**src/rtl/vpw_sym_pkg.sv**
```systemverilog
package vpw_sym_pkg;

  typedef enum logic [2:0] {
    SYM_NONE  = 3'b000,
    SYM_ONE   = 3'b001,
    SYM_ZERO  = 3'b010,
    SYM_SOF   = 3'b011,
    SYM_BREAK = 3'b100,
    SYM_BAD   = 3'b111
  } symCode_t;

  // strobes from control to datapath
  typedef struct packed {
    logic cntClear;
    logic cntStep;
  } dpCtrl_t;

  // status from datapath to control
  typedef struct packed {
    logic     rise;
    logic     fall;
    logic     atLimit;
    symCode_t endClass;
  } dpStat_t;

endpackage

```
**src/rtl/vpw_pulse_datapath.sv**
```systemverilog
module vpw_pulse_datapath
  import vpw_sym_pkg::*;
#(
  parameter int BND_A = 34,
  parameter int BND_B = 96,
  parameter int BND_C = 163,
  parameter int BND_D = 239,
  parameter int BND_E = 240,
  localparam int CNT_W = $clog2(BND_E + 1)
) (
  input  logic    clk,
  input  logic    rstN,
  input  logic    busActive,
  input  dpCtrl_t ctrl,
  output dpStat_t stat
);

  localparam logic [CNT_W-1:0] LIM_A = CNT_W'(BND_A);
  localparam logic [CNT_W-1:0] LIM_B = CNT_W'(BND_B);
  localparam logic [CNT_W-1:0] LIM_C = CNT_W'(BND_C);
  localparam logic [CNT_W-1:0] LIM_D = CNT_W'(BND_D);
  localparam logic [CNT_W-1:0] LIM_E = CNT_W'(BND_E);

  logic             prevActive;
  logic [CNT_W-1:0] pulseCnt;
  logic [CNT_W-1:0] cntNext;

  always_ff @(posedge clk) begin
    if (!rstN) prevActive <= 1'b0;
    else       prevActive <= busActive;
  end

  // saturating increment: stuck-active bus never aliases back to short
  always_comb begin
    if (pulseCnt >= LIM_E) cntNext = LIM_E;
    else                   cntNext = pulseCnt + 1'b1;
  end

  always_ff @(posedge clk) begin
    if (!rstN)              pulseCnt <= '0;
    else if (ctrl.cntClear) pulseCnt <= '0;
    else if (ctrl.cntStep)  pulseCnt <= cntNext;
  end

  always_comb begin
    stat.rise    = busActive & ~prevActive;
    stat.fall    = ~busActive & prevActive;
    stat.atLimit = (pulseCnt >= LIM_E);
    if (pulseCnt < LIM_A)       stat.endClass = SYM_BAD;
    else if (pulseCnt < LIM_B)  stat.endClass = SYM_ONE;
    else if (pulseCnt < LIM_C)  stat.endClass = SYM_ZERO;
    else if (pulseCnt <= LIM_D) stat.endClass = SYM_SOF;
    else                        stat.endClass = SYM_BAD;
  end

  // counter holds at the limit when stepped again
  assert_no_overflow_R8: assert property (@(posedge clk) disable iff (!rstN)
    (ctrl.cntStep && !ctrl.cntClear && pulseCnt == LIM_E) |=> pulseCnt == LIM_E);

  // a step never moves the count backwards
  assert_step_monotonic_R8: assert property (@(posedge clk) disable iff (!rstN)
    (ctrl.cntStep && !ctrl.cntClear) |=> pulseCnt >= $past(pulseCnt));

endmodule

```
**src/rtl/vpw_pulse_control.sv**
```systemverilog
module vpw_pulse_control
  import vpw_sym_pkg::*;
(
  input  logic     clk,
  input  logic     rstN,
  input  logic     busActive,
  input  logic     tick,
  input  dpStat_t  stat,
  output dpCtrl_t  ctrl,
  output logic     symValid,
  output symCode_t symCode,
  output logic     breakFlag
);

  logic lockOut;
  logic brkNow;
  logic endNow;

  always_comb begin
    ctrl.cntClear = stat.rise;
    ctrl.cntStep  = tick & busActive & ~stat.rise & ~lockOut;
    brkNow = stat.atLimit & ~lockOut & ~stat.rise & (busActive | stat.fall);
    endNow = stat.fall & ~lockOut & ~brkNow;
  end

  always_ff @(posedge clk) begin
    if (!rstN) begin
      lockOut   <= 1'b0;
      symValid  <= 1'b0;
      symCode   <= SYM_NONE;
      breakFlag <= 1'b0;
    end else begin
      if (brkNow)          lockOut <= 1'b1;
      else if (!busActive) lockOut <= 1'b0;

      symValid <= brkNow | endNow;
      if (brkNow)      symCode <= SYM_BREAK;
      else if (endNow) symCode <= stat.endClass;
      else             symCode <= SYM_NONE;

      if (brkNow)                                   breakFlag <= 1'b1;
      else if (endNow && stat.endClass == SYM_SOF)  breakFlag <= 1'b0;
    end
  end

  assert_strobe_single_R9: assert property (@(posedge clk) disable iff (!rstN)
    symValid |=> !symValid);

  assert_code_idle_R9: assert property (@(posedge clk) disable iff (!rstN)
    !symValid |-> symCode == SYM_NONE);

  assert_break_sets_flag_R7: assert property (@(posedge clk) disable iff (!rstN)
    (symValid && symCode == SYM_BREAK) |-> breakFlag);

  assert_flag_clear_R7: assert property (@(posedge clk) disable iff (!rstN)
    $fell(breakFlag) |-> (symValid && symCode == SYM_SOF));

  assert_locked_quiet_R6: assert property (@(posedge clk) disable iff (!rstN)
    (lockOut && $past(lockOut)) |-> !symValid);

endmodule

```
**src/rtl/vpw_symbol_rx.sv**
```systemverilog
module vpw_symbol_rx
  import vpw_sym_pkg::*;
#(
  parameter int BND_A = 34,
  parameter int BND_B = 96,
  parameter int BND_C = 163,
  parameter int BND_D = 239,
  parameter int BND_E = 240
) (
  input  logic       clk,
  input  logic       rstN,
  input  logic       busActive,
  input  logic       tick,
  output logic       symValid,
  output logic [2:0] symCode,
  output logic       breakFlag
);

  dpCtrl_t  ctrl;
  dpStat_t  stat;
  symCode_t codeInt;

  vpw_pulse_datapath #(
    .BND_A(BND_A), .BND_B(BND_B), .BND_C(BND_C), .BND_D(BND_D), .BND_E(BND_E)
  ) uDatapath (
    .clk      (clk),
    .rstN     (rstN),
    .busActive(busActive),
    .ctrl     (ctrl),
    .stat     (stat)
  );

  vpw_pulse_control uControl (
    .clk      (clk),
    .rstN     (rstN),
    .busActive(busActive),
    .tick     (tick),
    .stat     (stat),
    .ctrl     (ctrl),
    .symValid (symValid),
    .symCode  (codeInt),
    .breakFlag(breakFlag)
  );

  assign symCode = codeInt;

endmodule

```
**config.mk**
```make
export PLATFORM = sky130hd
export DESIGN_NAME = vpw_symbol_rx
export DESIGN_NICKNAME = d
export VERILOG_FILES = /design/src/rtl/vpw_sym_pkg.sv /design/src/rtl/vpw_pulse_datapath.sv /design/src/rtl/vpw_pulse_control.sv /design/src/rtl/vpw_symbol_rx.sv
export SDC_FILE = /design/constraint.sdc
export NUM_CORES = 1
export LEC_CHECK = 0
export BUFFER_PORTS_ARGS = -buffer_cell sky130_fd_sc_hd__clkbuf_2
export CORE_AREA = 2 2 39 41
export DETAILED_ROUTE_END_ITERATION = 8
export DIE_AREA = 0 0 41 43
export PLACE_DENSITY = 0.74
export REMOVE_ABC_BUFFERS = 1
export SLEW_MARGIN = 10
export SYNTH_ARGS = -nofsm -noshare
export SYNTH_HDL_FRONTEND = slang
export SYNTH_SLANG_ARGS = --single-unit
```
**constraint.sdc**
```tcl
create_clock -name clk -period 3 [get_ports clk]
set_input_delay 0.6 -clock clk [delete_from_list [all_inputs] [get_ports clk]]
set_output_delay 0.6 -clock clk [all_outputs]
set_load 0.01 [all_outputs]
```
### Yosys cells after proc, flatten, opt, wreduce, memory -nomap -nowiden

Index checks and enable logic that the tools add are counted.

* bits in registers: 15
* bits in latches: 0
* bits in writable memories: 0
* bits in read-only memories: 0
* bits of input ports: 4
* output and inout port bits: 5
* logic and storage cells: 49
* memories kept: 0

* add/subtract/negate cells: 1
* multiply operators: 0
* div/mod/pow operators: 0
* $lt $le $gt $ge: 5
* eq/ne operators: 2
* shifts and indexed selects: 0
* mux-type cells: 11
* bitwise operators: 19
* reductions and logical operators: 4

Operator list (count)
* 2-to-1 mux 3 bit: 6
* AND 1 bit: 10
* adder 8 x 1 -> 8 bit, second input constant: 1
* >= comparator 8 bit, second input constant: 1
* <= comparator 8 bit, second input constant: 1
* < comparator 8 x 6 -> 1 bit, second input constant: 1
* < comparator 8 x 7 -> 1 bit, second input constant: 1
* < comparator 8 bit, second input constant: 1
* 2-to-1 mux 8 bit: 1
* NOT 1 bit: 7
* 2-to-1 mux 1 bit: 4
* equality test 3 x 2 -> 1 bit, second input constant: 1
* OR reduction 3 bit: 1
* inequality test 2 x 1 -> 1 bit, second input constant: 1
* OR 1 bit: 2
* nonzero test 2 bit: 1
* OR reduction 2 bit: 1
* logical AND 1 bit: 1

### Depth between registers and ports, before layout

* depth in word-level cells: 10
* depth in mapped cells: 6
* mapped depth without buffers: 5

### By module

From an unflattened synthesis, not the netlist that was laid out.

* cells, all modules: 78
* area total of the unflattened synthesis: 709.4 sq um

By module, submodules not included
* vpw_pulse_datapath: times used 1, cells each 58, area an instance 469.2 sq um, sequential area each 180.2 sq um
* vpw_pulse_control: times used 1, cells each 20, area an instance 240.2 sq um, sequential area each 120.1 sq um

### Least setup slack after synthesis

No wires, ideal clock.

* path type: input to register
* from: input port tick
* to: register uDatapath.pulseCnt[5]
* setup time: 133 ps
* arrival time: 1340 ps
* data required time: 2867 ps
* path slack: 1527 ps
* stages: 5
* buffers on the path: 1
* path through: nand4b_1 > buf_2 > nor3_1 > mux2i_1 > nor2_1

* longest elaborated chain between the ends: 3

RTL lines
* from (decl): line vpw_symbol_rx.sv:13 `input logic tick,`
* AND 1 bit (3 in a row): line vpw_pulse_control.sv:21 `ctrl.cntStep = tick & busActive & ~stat.rise & ~lockOut;`
* to (signal assigned): line vpw_pulse_datapath.sv:42 `else if (ctrl.cntStep) pulseCnt <= cntNext;`
* to (decl): line vpw_pulse_datapath.sv:25 `logic [CNT_W-1:0] pulseCnt;`

Every way passes these cells.
A chain may end at the register's enable or synchronous reset.

### Worst setup path after layout

* from: input port busActive
* to: register uDatapath.pulseCnt[3]

* longest elaborated chain between the ends: 4
* elaborated cells between the ends (all ways): 6
* those cells by class: 5 x bitwise; 1 x reduce/logical

RTL lines
* from (decl): line vpw_symbol_rx.sv:12 `input logic busActive,`
* AND 1 bit: line vpw_pulse_datapath.sv:46 `stat.rise = busActive & ~prevActive;`
* NOT 1 bit: line vpw_pulse_control.sv:21
* AND 1 bit (2 in a row): line vpw_pulse_control.sv:21

Several ways; a longest one is shown, not always the timed one.

==> summary.txt <==
STA
  • Crit share post-route: 0.575
  • Worst-Margin Slew: 0.596 ns
  • Setup TNS: 0 ns
  • RSZ-0062 raised after global routing: no
  • Fin. Hold Viols: 0
  • Worst rel slew slack: 0.600
  • Count of final setup violators: 0
  • Fmax: 580 MHz
  • Slew Viols, Final: 0
  • Post-layout minimum cycle time: 1.72 ns
  • Clock Skews: 0.00630 ns

Worst hold path
  • Hold Crit Depth: 2
  • Worst Min Path Start: uControl.breakFlag
  • HP Class: flip-flop to flip-flop

Detailed routing
  • Wire per inst: 11.4 µm
  • Total number of vias: between 500 and 600
  • DRT Pass-1 Iters: 4
  • Vias per std cell: about 5.7
  • Drt first-iter violations: 14
  • Routed Antenna Nets: 0
  • Post-Route WL: 1.18 mm
  • Residual DRC: 0

Cells and area
  • Nets: 94
  • Area grow syn2layout: 5.54%
  • Commonest non-fill, non-tap cell in the layout: dfxtp_1
  • Final Util: 0.534
  • Post-route cell area: about 740 µm²
  • Share of cells above drive strength 1: 0.148
  • Non-filler cells, final: between 100 and 150
  • Antenna Cells: 0
  • Most frequent cells in the layout: dfxtp_1, nor2_1, clkbuf_2

Clock network
  • Post-CTS sizing: 0
  • CTS Hold Bufs: 0
  • Worst-path clk slew: roughly 0.09 ns
  • Inserted Clock Buffers: 3
  • CTS root buf: clkbuf_4
  • # Post-CTS Setup Buffers: 0
  • H-tree depth: 1
  • CTS tree: built
  • Worst-Skew Late Latency: 0.28 ns
  • Longest Clk Path Bufs: 2
  • Clk sinks: 15

Synth
  • Syn. warnings: 0
  • Cells after Synth: a little over 80
  • Ys flop type: dfxtp_1
  • Fraction of registers with async set/reset: 0
  • Post-synth cell types: 33
  • Yosys reg bits: 15
  • Syn_area_per_cell: between 8 and 9 µm²
  • Register area share after synthesis: 0.429
  • Number of synthesized flops with an enable pin: 0
  • Synthesized cell area: 701 µm²

Placement
  • Final RePlAce weighted congestion: just under 0.8
  • Port-buffer cells: 8
  • Placed cells: 100
  • Cell Area, Placed: between 700 and 800 µm²
  • Post-DP HPWL: 849 µm

Run
  • Max Cap Viol: 0

GRT
  • Routing usage on met1: 0.263
  • Pin count of the biggest net entering global routing: 13
  • Total gr overflow: 0
  • Initial antenna violation count: 0
  • Grt met3 use: 0.0314
  • Most crowded layer after global routing: met1
  • GRT met2 Usage: 0.209
  • First-pass GRT wire length: 2.01 mm
  • Gr usage total: 0.167
  • Vias in the first global route: 458

Die
  • # IOs: 9
  • # rows: 14
  • Initial Utilization: 0.506
  • Horiz. Die Dim: ~41 µm
  • Die Span Y: 43 µm
  • Die area: 0.00176 mm²
  • Core area: ~0.0014 mm²

Worst setup path
  • Nature of the critical path startpoint: primary input
  • Crit-path max cell delay: 0.63 ns
  • Worst path required time: about 3.2 ns
  • Setup crit end kind: flip-flop
  • Setup CP Type: primary input to flip-flop
  • Cell count of the worst reg-to-reg path: 3
  • Reg2reg start: uControl.lockOut
  • Slowest-stage cell, CP: or4_1
  • Worst Setup SP: busActive
  • CP cell instances: clkbuf_2, nand4b_1, or4_1, a21oi_1
  • Arr. time, crit path: between 1.5 and 2 ns
  • Crit-path max FO: 12

Pwr
  • P_leak: roughly 0.25 nW
  • Maximum VDD drop: 0.000210 V
  • Total power: 0.328 mW
  • Pwr/cell area: between 400 and 500 mW/mm²

Outcome
  • Run status: completed
[per-stage QoR]
step                      hold WS, ns  setup WS, ns
after floorplan                 0.452          1.34
after global placement          0.463          1.05
after detailed placement        0.477          1.00
after CTS                       0.492          1.29
after global routing            0.520          1.14
final                           0.487          1.28
[synthesized netlist by cell type (all sizes together) (2+ instances only)]
| cell | instances | share of area |
|---|---|---|
| nor3 | 4 | 0.029 |
| o21ai | 3 | 0.021 |
| nand2 | 7 | 0.038 |
| or4 | 2 | 0.021 |
| nand3 | 3 | 0.021 |
| nand4 | 2 | 0.018 |
| a21boi | 2 | 0.021 |
| inv | 2 | 0.011 |
| dfxtp | 15 | 0.43 |
| buf | 5 | 0.062 |
| a21oi | 7 | 0.050 |
| nor4 | 3 | 0.027 |
| nor2 | 10 | 0.054 |
[final timing paths]
check	endpoint	slack, ns
setup / recovery	uDatapath.pulseCnt[3]	1.28
hold / removal	uControl.breakFlag	0.49
setup reg to reg	uDatapath.pulseCnt[3]	1.37
hold reg to reg	uControl.breakFlag	0.49
[report_power, final]
part	switching [mW]	internal [mW]	total (mW)
clock network	0.0595	0.0515	0.111
registers	0.00103	0.201	0.202
logic	0.00923	0.00557	0.0148
total	0.0698	0.258	0.328
[final cells by class]
class / instances / area (µm²)
multi-input cells: 59 / 345
well taps: 16 / 20.0
repair buffers: 8 / 40.0
fillers: 129 / 644
clock buffers: 4 / 26.3
inverters: 2 / 7.51
flip-flops and latches: 15 / 300
[worst max-delay path: cells and delay by family]
family | cells | cell delay, ns
AOI/OAI and AO/OA | 1 | 0.14
buffers and inverters | 1 | 0.16
and+or+nand+nor | 2 | 1.03
[cells by family (layout without fill, tap and decap cells)]
kind of cell / after synthesis / after routing / share of synthesized area
AO/OA/AOI/OAI: 20 / 20 / 0.186
adder cells (fa/ha/maj): 1 / 1 / 0.0179
buffers and inverters: 8 / 14 / 0.0786
flip-flops: 15 / 15 / 0.429
multiplexers: 1 / 1 / 0.0143
AND/OR/NAND/NOR: 37 / 37 / 0.275
[per-layer routing]
layer	wire (µm)	vias to the layer above
met5	0	-
met4	14	0
met3	38	2
met2	544	11
met1	584	262
li1	-	314
[registers in the layout, summed over array words and instances (netlist names)]
name                  flops
uDatapath.pulseCnt        8
uControl.symCode          3
uControl.breakFlag        1
uControl.lockOut          1
uControl.symValid         1
uDatapath.prevActive      1
(Power assumes the default switching activity.)
